[src/rtl/sio9_pkg.sv]
package sio9_pkg;
  typedef struct packed {
    logic addr_auto;
    logic tx_b9;
    logic dbuf;
    logic nine;
  } ctrl_t;

  localparam logic [2:0] A_DATA = 3'd0;
  localparam logic [2:0] A_CTRL = 3'd1;
  localparam logic [2:0] A_STAT = 3'd2;
  localparam logic [2:0] A_MADR = 3'd3;
  localparam logic [2:0] A_MMSK = 3'd4;

  function automatic logic majority3(input logic a, input logic b, input logic c);
    return (a & b) | (a & c) | (b & c);
  endfunction
endpackage

[src/rtl/sio9_tx.sv]
module sio9_tx #(
  parameter int DW  = 8,
  parameter int OVS = 16
) (
  input  logic          clk,
  input  logic          rst_n,
  input  logic          tick,
  input  logic          wr_stb,
  input  logic [DW-1:0] wr_byte,
  input  logic          nine,
  input  logic          dbuf,
  input  logic          b9,
  output logic          txd,
  output logic          load_evt,
  output logic          done_evt
);
  localparam int FW  = DW + 3;
  localparam int CW  = $clog2(OVS);
  localparam int BIW = $clog2(FW);

  logic [DW-1:0]  hold_q;
  logic           hold_v;
  logic [FW-1:0]  sh_q;
  logic           busy_q;
  logic [CW-1:0]  tc_q;
  logic [BIW-1:0] bidx_q, last_q;
  logic           accept, bit_end;

  function automatic logic [FW-1:0] pack_frame(input logic [DW-1:0] d, input logic n9,
                                               input logic x9);
    return {1'b1, (n9 ? x9 : 1'b1), d, 1'b0};
  endfunction

  assign accept   = wr_stb && !hold_v && (dbuf || !busy_q);
  assign load_evt = hold_v && !busy_q;
  assign bit_end  = busy_q && tick && (tc_q == CW'(OVS - 1));
  assign done_evt = bit_end && (bidx_q == last_q);
  assign txd      = busy_q ? sh_q[0] : 1'b1;

  always_ff @(posedge clk or negedge rst_n) begin
    if (!rst_n) begin
      hold_q <= '0;
      hold_v <= 1'b0;
      sh_q   <= '1;
      busy_q <= 1'b0;
      tc_q   <= '0;
      bidx_q <= '0;
      last_q <= '0;
    end else begin
      if (load_evt) begin
        hold_v <= 1'b0;
        sh_q   <= pack_frame(hold_q, nine, b9);
        busy_q <= 1'b1;
        tc_q   <= '0;
        bidx_q <= '0;
        last_q <= nine ? BIW'(DW + 2) : BIW'(DW + 1);
      end else if (busy_q && tick) begin
        if (bit_end) begin
          tc_q <= '0;
          if (bidx_q == last_q) begin
            busy_q <= 1'b0;
          end else begin
            bidx_q <= bidx_q + 1'b1;
            sh_q   <= {1'b1, sh_q[FW-1:1]};
          end
        end else begin
          tc_q <= tc_q + 1'b1;
        end
      end
      if (accept) begin
        hold_v <= 1'b1;
        hold_q <= wr_byte;
      end
    end
  end

  // a full holding slot keeps its byte when written again
  p_full_hold_kept_r5: assert property (@(posedge clk) disable iff (!rst_n)
    hold_v && wr_stb && !load_evt |=> hold_v && $stable(hold_q));
  // single-buffer write during a transmission leaves the slot empty
  p_busy_write_dropped_r4: assert property (@(posedge clk) disable iff (!rst_n)
    busy_q && !dbuf && wr_stb && !hold_v |=> !hold_v);
  // the last bit time of every frame is the high stop bit
  p_stop_high_r2: assert property (@(posedge clk) disable iff (!rst_n)
    done_evt |-> txd);
  // the first bit time after a load is the low start bit
  p_start_low_r2: assert property (@(posedge clk) disable iff (!rst_n)
    load_evt |=> !txd);
endmodule

[src/rtl/sio9_rx.sv]
module sio9_rx #(
  parameter int DW  = 8,
  parameter int OVS = 16
) (
  input  logic          clk,
  input  logic          rst_n,
  input  logic          tick,
  input  logic          rxd,
  input  logic          nine,
  output logic          frame_evt,
  output logic [DW-1:0] frm_data,
  output logic          frm_b9,
  output logic          frm_stop,
  output logic          frm_zero
);
  import sio9_pkg::*;
  localparam int CW  = $clog2(OVS);
  localparam int MID = OVS / 2;
  localparam int BIW = $clog2(DW + 3);

  logic           s1_q, s2_q, prev_q, act_q, v0_q, v1_q;
  logic [CW-1:0]  sc_q;
  logic [BIW-1:0] bidx_q, last_idx;
  logic [DW:0]    bits_q;
  logic           vote_now, vbit;

  assign last_idx  = nine ? BIW'(DW + 2) : BIW'(DW + 1);
  assign vote_now  = act_q && tick && (sc_q == CW'(MID + 1));
  assign vbit      = majority3(v0_q, v1_q, s2_q);
  assign frame_evt = vote_now && (bidx_q == last_idx);
  assign frm_data  = bits_q[DW-1:0];
  assign frm_b9    = nine & bits_q[DW];
  assign frm_stop  = vbit;
  assign frm_zero  = ~|bits_q[DW-1:0] && !frm_b9;

  always_ff @(posedge clk or negedge rst_n) begin
    if (!rst_n) begin
      s1_q   <= 1'b1;
      s2_q   <= 1'b1;
      prev_q <= 1'b1;
      act_q  <= 1'b0;
      v0_q   <= 1'b1;
      v1_q   <= 1'b1;
      sc_q   <= '0;
      bidx_q <= '0;
      bits_q <= '0;
    end else begin
      s1_q <= rxd;
      s2_q <= s1_q;
      if (tick) prev_q <= s2_q;
      if (!act_q) begin
        if (tick && prev_q && !s2_q) begin
          act_q  <= 1'b1;
          sc_q   <= CW'(1);
          bidx_q <= '0;
        end
      end else if (tick) begin
        if (sc_q == CW'(MID - 1)) v0_q <= s2_q;
        if (sc_q == CW'(MID))     v1_q <= s2_q;
        if (sc_q == CW'(OVS - 1)) begin
          sc_q   <= '0;
          bidx_q <= bidx_q + 1'b1;
        end else begin
          sc_q <= sc_q + 1'b1;
        end
        if (vote_now) begin
          if (bidx_q == '0) begin
            if (vbit) act_q <= 1'b0;
          end else if (bidx_q == last_idx) begin
            act_q <= 1'b0;
          end else begin
            bits_q[bidx_q - 1'b1] <= vbit;
          end
        end
      end
    end
  end

  // a frame ends at the stop-bit vote and the receiver returns to hunting
  p_idle_after_frame_r6: assert property (@(posedge clk) disable iff (!rst_n)
    frame_evt |=> !act_q);
  // a start bit voted high abandons the frame before any data is taken
  p_false_start_r6: assert property (@(posedge clk) disable iff (!rst_n)
    vote_now && (bidx_q == '0) && v0_q && v1_q |=> !act_q);
endmodule

[src/rtl/sio9_core.sv]
module sio9_core #(
  parameter int DW  = 8,
  parameter int OVS = 16
) (
  input  logic          clk,
  input  logic          rst_n,
  input  logic          baud_tick,
  input  logic          wr_en,
  input  logic [2:0]    wr_addr,
  input  logic [DW-1:0] wr_data,
  input  logic [2:0]    rd_addr,
  output logic [DW-1:0] rd_data,
  input  logic          rxd,
  output logic          txd,
  output logic          rx_irq,
  output logic          tx_irq
);
  import sio9_pkg::*;

  ctrl_t         ctrl_q;
  logic [DW-1:0] addr_q, mask_q, rx_data_q;
  logic          rx_b9_q, rx_f, tx_f, fe_f, brk_f, hit_q;
  logic          tx_load, tx_done, tx_set;
  logic          frm_evt, frm_b9, frm_stop, frm_zero;
  logic [DW-1:0] frm_data;
  logic          auto_on, good_evt, accept, ferr_evt, brk_evt;
  logic [3:0]    clr;

  function automatic logic addr_ok(input logic [DW-1:0] b, input logic [DW-1:0] a,
                                   input logic [DW-1:0] m);
    return ((b ^ a) & m) == '0;
  endfunction

  sio9_tx #(.DW(DW), .OVS(OVS)) tx_i (
    .clk(clk), .rst_n(rst_n), .tick(baud_tick),
    .wr_stb(wr_en && (wr_addr == A_DATA)), .wr_byte(wr_data),
    .nine(ctrl_q.nine), .dbuf(ctrl_q.dbuf), .b9(ctrl_q.tx_b9),
    .txd(txd), .load_evt(tx_load), .done_evt(tx_done));

  sio9_rx #(.DW(DW), .OVS(OVS)) rx_i (
    .clk(clk), .rst_n(rst_n), .tick(baud_tick), .rxd(rxd), .nine(ctrl_q.nine),
    .frame_evt(frm_evt), .frm_data(frm_data), .frm_b9(frm_b9),
    .frm_stop(frm_stop), .frm_zero(frm_zero));

  assign auto_on  = ctrl_q.addr_auto && ctrl_q.nine;
  assign good_evt = frm_evt && frm_stop;
  assign accept   = good_evt && (!auto_on ||
                    (frm_b9 ? addr_ok(frm_data, addr_q, mask_q) : hit_q));
  assign ferr_evt = frm_evt && !frm_stop;
  assign brk_evt  = ferr_evt && frm_zero;
  assign tx_set   = ctrl_q.dbuf ? tx_load : tx_done;
  assign clr      = (wr_en && (wr_addr == A_STAT)) ? wr_data[3:0] : 4'b0;
  assign rx_irq   = rx_f | fe_f | brk_f;
  assign tx_irq   = tx_f;

  always_ff @(posedge clk or negedge rst_n) begin
    if (!rst_n) begin
      ctrl_q    <= '0;
      addr_q    <= '0;
      mask_q    <= '1;
      rx_data_q <= '0;
      rx_b9_q   <= 1'b0;
      rx_f      <= 1'b0;
      tx_f      <= 1'b0;
      fe_f      <= 1'b0;
      brk_f     <= 1'b0;
      hit_q     <= 1'b0;
    end else begin
      if (wr_en && (wr_addr == A_CTRL)) ctrl_q <= ctrl_t'(wr_data[3:0]);
      if (wr_en && (wr_addr == A_MADR)) addr_q <= wr_data;
      if (wr_en && (wr_addr == A_MMSK)) mask_q <= wr_data;
      if (good_evt && auto_on && frm_b9) hit_q <= addr_ok(frm_data, addr_q, mask_q);
      if (accept) begin
        rx_data_q <= frm_data;
        rx_b9_q   <= frm_b9;
      end
      rx_f  <= (rx_f  & ~clr[0]) | accept;
      tx_f  <= (tx_f  & ~clr[1]) | tx_set;
      fe_f  <= (fe_f  & ~clr[2]) | ferr_evt;
      brk_f <= (brk_f & ~clr[3]) | brk_evt;
    end
  end

  always_comb begin
    case (rd_addr)
      A_DATA:  rd_data = rx_data_q;
      A_CTRL:  rd_data = DW'(ctrl_q);
      A_STAT:  rd_data = DW'({rx_b9_q, brk_f, fe_f, tx_f, rx_f});
      A_MADR:  rd_data = addr_q;
      A_MMSK:  rd_data = mask_q;
      default: rd_data = '0;
    endcase
  end

  // the receive flag only rises after a frame with a good stop bit
  p_rx_flag_cause_r7: assert property (@(posedge clk) disable iff (!rst_n)
    $rose(rx_f) |-> $past(frm_evt && frm_stop));
  // a break is always reported together with a framing error
  p_break_with_ferr_r9: assert property (@(posedge clk) disable iff (!rst_n)
    $rose(brk_f) |-> fe_f);
  // data frames are dropped while the address filter is closed
  p_closed_filter_r10: assert property (@(posedge clk) disable iff (!rst_n)
    frm_evt && auto_on && !frm_b9 && !hit_q |=> $stable(rx_data_q));
  // a framing error never loads the received byte
  p_ferr_no_load_r8: assert property (@(posedge clk) disable iff (!rst_n)
    frm_evt && !frm_stop |=> $stable(rx_data_q));
  // in double-buffer mode a load raises the transmit flag next cycle
  p_tx_flag_dbuf_r5: assert property (@(posedge clk) disable iff (!rst_n)
    tx_load && ctrl_q.dbuf |=> tx_f);
  // in single-buffer mode a load does not raise the transmit flag
  p_tx_flag_single_r4: assert property (@(posedge clk) disable iff (!rst_n)
    tx_load && !ctrl_q.dbuf && !tx_f |=> !tx_f);
endmodule

[config.mk]
export PLATFORM = sky130hd
export DESIGN_NAME = sio9_core
export DESIGN_NICKNAME = d
export VERILOG_FILES = /design/src/rtl/sio9_pkg.sv /design/src/rtl/sio9_tx.sv /design/src/rtl/sio9_rx.sv /design/src/rtl/sio9_core.sv
export SDC_FILE = /design/constraint.sdc
export NUM_CORES = 1
export LEC_CHECK = 0
export BUFFER_PORTS_ARGS = -buffer_cell sky130_fd_sc_hd__buf_4
export CORE_UTILIZATION = 60
export CTS_BUF_LIST = sky130_fd_sc_hd__clkbuf_4 sky130_fd_sc_hd__clkbuf_8 sky130_fd_sc_hd__clkbuf_16
export DETAILED_ROUTE_END_ITERATION = 16
export GPL_TIMING_DRIVEN = 0
export PLACE_DENSITY = 0.86
export SETUP_SLACK_MARGIN = 0.1
export SKIP_LAST_GASP = 1
export SYNTH_ARGS = -nofsm -noshare
export SYNTH_HDL_FRONTEND = slang
export SYNTH_HIERARCHICAL = 1
export SYNTH_SLANG_ARGS = --single-unit
[constraint.sdc]
create_clock -name clk -period 5.9 [get_ports clk]
set_input_delay 0.295 -clock clk [delete_from_list [all_inputs] [get_ports clk]]
set_output_delay 0.295 -clock clk [all_outputs]
set_load 0.02 [all_outputs]
==> out/qor.yml <==
outcome:
  outcome: "complete, no violations"
clocking:
  postCtsSetupBuffers: 0
  clock_path_buffers: 2
  cts-root-buf: "clkbuf_8"
  numCtsBuffers: 9
  cts.clk_slew.worst_paths_ps: 90
  ctsHoldBuffers: 0
  h-tree-depth: 3
  cts-resized-gates: 0
  clk_latency_ps: 360
  cts_tree: "yes"
  clkSinkCount: 88
die:
  fp.dieW_um: 90.08
  pin_count: 30
  core_area_mm2: 0.007370
  die_area_mm2: 0.008114
  start_util: 0.6316
  rows: 31
  die_h_um: 90.08
hold_path:
  min_path_cells: 1
  hold_end: "rx_i/s1_q"
  hold_path_class: "in2reg"
  hp-start: "rxd"
timing:
  tightestPinTransition_ps: 1084
  clock-skew-final_ps: 8.765
  slew_headroom: 0.2772
  slew_violations: 0
  rsz0062_at_grt: "no"
  fin_crit_ps: 3210
  fin_tns_setup_ps: 0
  timing.fmax_mhz: 311.5
  finalSetupViolCount: 0
  min_period_over_period: 0.5440
  finalHoldViolCount: 0
routing:
  wl_per_cell_um: 17.33
  drt_pass1_iterations: 4
  vias: 3355
  drc: 0
  first_iter_violations: 223
  routed_wl_um: 9690
  vias_per_cell: 6.002
  drtAntennaViolNets: 0
layout:
  multi_input_area_mm2: 0.002251
  finalNetCount: 485
  areaGrowthSynthToFinish_pct: 12.26
  fin_cells: 559
  layout_common_cells: "65 x dfrtp_1, 55 x mux2_2, 49 x nand2_1, 38 x buf_4, 23 x dfstp_2"
  num-fill-cells: 533
  regArea_mm2: 0.002231
  drive_gt1_frac: 0.3304
  diodes: 0
  final_common_cell: "dfrtp_1"
global_routing:
  grtUsageTotal: 0.2590
  grt_pass1_wl_um: 16630
  antenna_found_initial: 0
  grt_overflow: 0
  grt_pass1_vias: 3326
  grt_max_degree: 89
synthesis:
  syn_inst: 415
  synth_flop_cell: "dfrtp_1"
  yosys-top-cells-area: "dfrtp_1 35%, mux2_2 13%, dfstp_2 13%, nand2_1 4.0%, ha_1 3.0%"
  synth_seq_cells: 88
  synth_area_mm2: 0.004654
  synth_edf_count: 0
  async_reset_ff_frac: 1.000
  synth.distinct_cells: 68
  synth_top_area_cell: "dfrtp_1"
  synthesis.nets: 445
  ys_warn_count: 6
  ys_seq_area_frac: 0.4793
  synth_top_area_frac: 0.3495
  avgSynthCellArea_um2: 11.22
setup_path:
  reg2reg_from: "rx_i/bidx_q[1]"
  path_buf_inv: 1
  reg2reg_to: "rx_data_q[5]"
  cp-end-kind: "flop"
  path_class: "reg2reg"
  slowest_stage: "a2111oi_0"
  slowest_delay_ps: 890
  crit_path_start_kind: "flop"
  worst_ep_required_time_ps: 6150
  cp_cell_sequence: "buf_12, or3b_1, a2111oi_0, nand3_1, a21oi_1, a41oi_2, mux2_2"
  critPathMaxFanout: 9
  crit_arrival_ps: 3460
  cp_top_family: "compound AO/OA/AOI/OAI gates"
  crit_start: "rx_i/bidx_q[1]"
  r2r_cells: 7
  r2r_slack_ps: 2690
placement:
  port_buffers: 29
  gp_congestion: 0.8952
  dp.cells: 543
  dp_hpwl_um: 6928
power:
  p_per_area_mw_per_mm2: 360.4
  power.leakage_uw: 0.002390
  ir_worst_vdd_uv: 214.7
job:
  max_cap_viol_count: 0
per-stage QoR:
stage / utilization / power, µW / setup WS (ps) / area (µm²) / hold WS (ps)
global route: 0.7090 / 1995 / 2390 / 5225 / 19.19
finish: 0.7090 / 1883 / 2690 / 5225 / 40.32
detailed placement: 0.6779 / 1416 / 2798 / 4996 / 351.3
floorplan: - / 1259 / 3393 / 4654 / -0.5911
CTS: 0.7090 / 1894 / 2742 / 5225 / 21.91
global placement: 0.6779 / 1377 / 2968 / 4996 / 346.1
kinds of logic after synthesis:
family / Yosys count / share of synthesized area
simple gates: 131 / 0.1489
flops: 88 / 0.4793
compound gates: 73 / 0.1177
mux: 66 / 0.1589
buf+inv: 31 / 0.03710
xor+xnor: 14 / 0.02634
fa+ha+maj: 12 / 0.03172
worst register-to-register path, delay by kind of cell, from the launching register on:
family	cells	cell delay (ps)
AO/OA/AOI/OAI	3	1520
AND/OR/NAND/NOR	2	580
flip-flops	1	450
multiplexers	1	390
buffers and inverters	1	160
worst max path at each step:
stage,endpoint,cells after the start
floorplan,rx_data_q[0],7
global placement,rx_data_q[2],7
detailed placement,rx_data_q[5],7
CTS,rx_data_q[5],7
global route,rx_data_q[5],6
finish,rx_data_q[5],7
registers in the layout, summed over array words and instances (netlist names), 3 cells and up:
signal / flops
addr_q: 8
ctrl_q: 4
mask_q: 8
rx_data_q: 8
rx_i/bidx_q: 4
rx_i/bits_q: 9
rx_i/sc_q: 4
tx_i/bidx_q: 4
tx_i/hold_q: 8
tx_i/last_q: 3
tx_i/sh_q: 10
tx_i/tc_q: 4
cells in the mapped netlist (5+ instances only):
| master | number |
|---|---|
| inv_1 | 7 |
| nand3_1 | 19 |
| xor2_1 | 9 |
| ha_1 | 11 |
| o21ai_0 | 14 |
| nand2_1 | 49 |
| xnor2_1 | 5 |
| a22oi_1 | 9 |
| a21oi_1 | 12 |
| dfstp_2 | 23 |
| dfrtp_1 | 65 |
| nor2b_1 | 12 |
| buf_4 | 9 |
| nor2_1 | 13 |
| buf_2 | 5 |
| a22o_1 | 7 |
| clkbuf_1 | 8 |
| mux2_2 | 55 |
| mux2i_1 | 6 |
metal layers:
layer  track usage  vias to the layer above  wire length, µm
met5             0                        -                0
met4       0.07930                        0              143
met3       0.05668                       13              412
met2        0.4167                       88             4786
met1        0.3523                     1679             4347
li1              -                     1575                -
power breakdown:
| group | internal, µW | switching, µW | total [µW] | leakage, µW |
|---|---|---|---|---|
| sequential | 755 | 135 | 890 | 0.00106 |
| clock | 251 | 222 | 473 | 0.000105 |
| combinational | 258 | 262 | 520 | 0.00122 |
cell type report:
| type | instances | area share |
|---|---|---|
| plain buffers | 24 | 0.02802 |
| clock buffers | 10 | 0.02634 |
| clock inverters | 6 | 0.01748 |
| inverters | 7 | 0.005029 |
| multi-input cells | 296 | 0.4308 |
| flip-flops and latches | 88 | 0.4270 |
| well taps | 99 | 0.02371 |
| repair buffers | 29 | 0.04167 |
No activity file was read; power rests on OpenSTA's default activity.
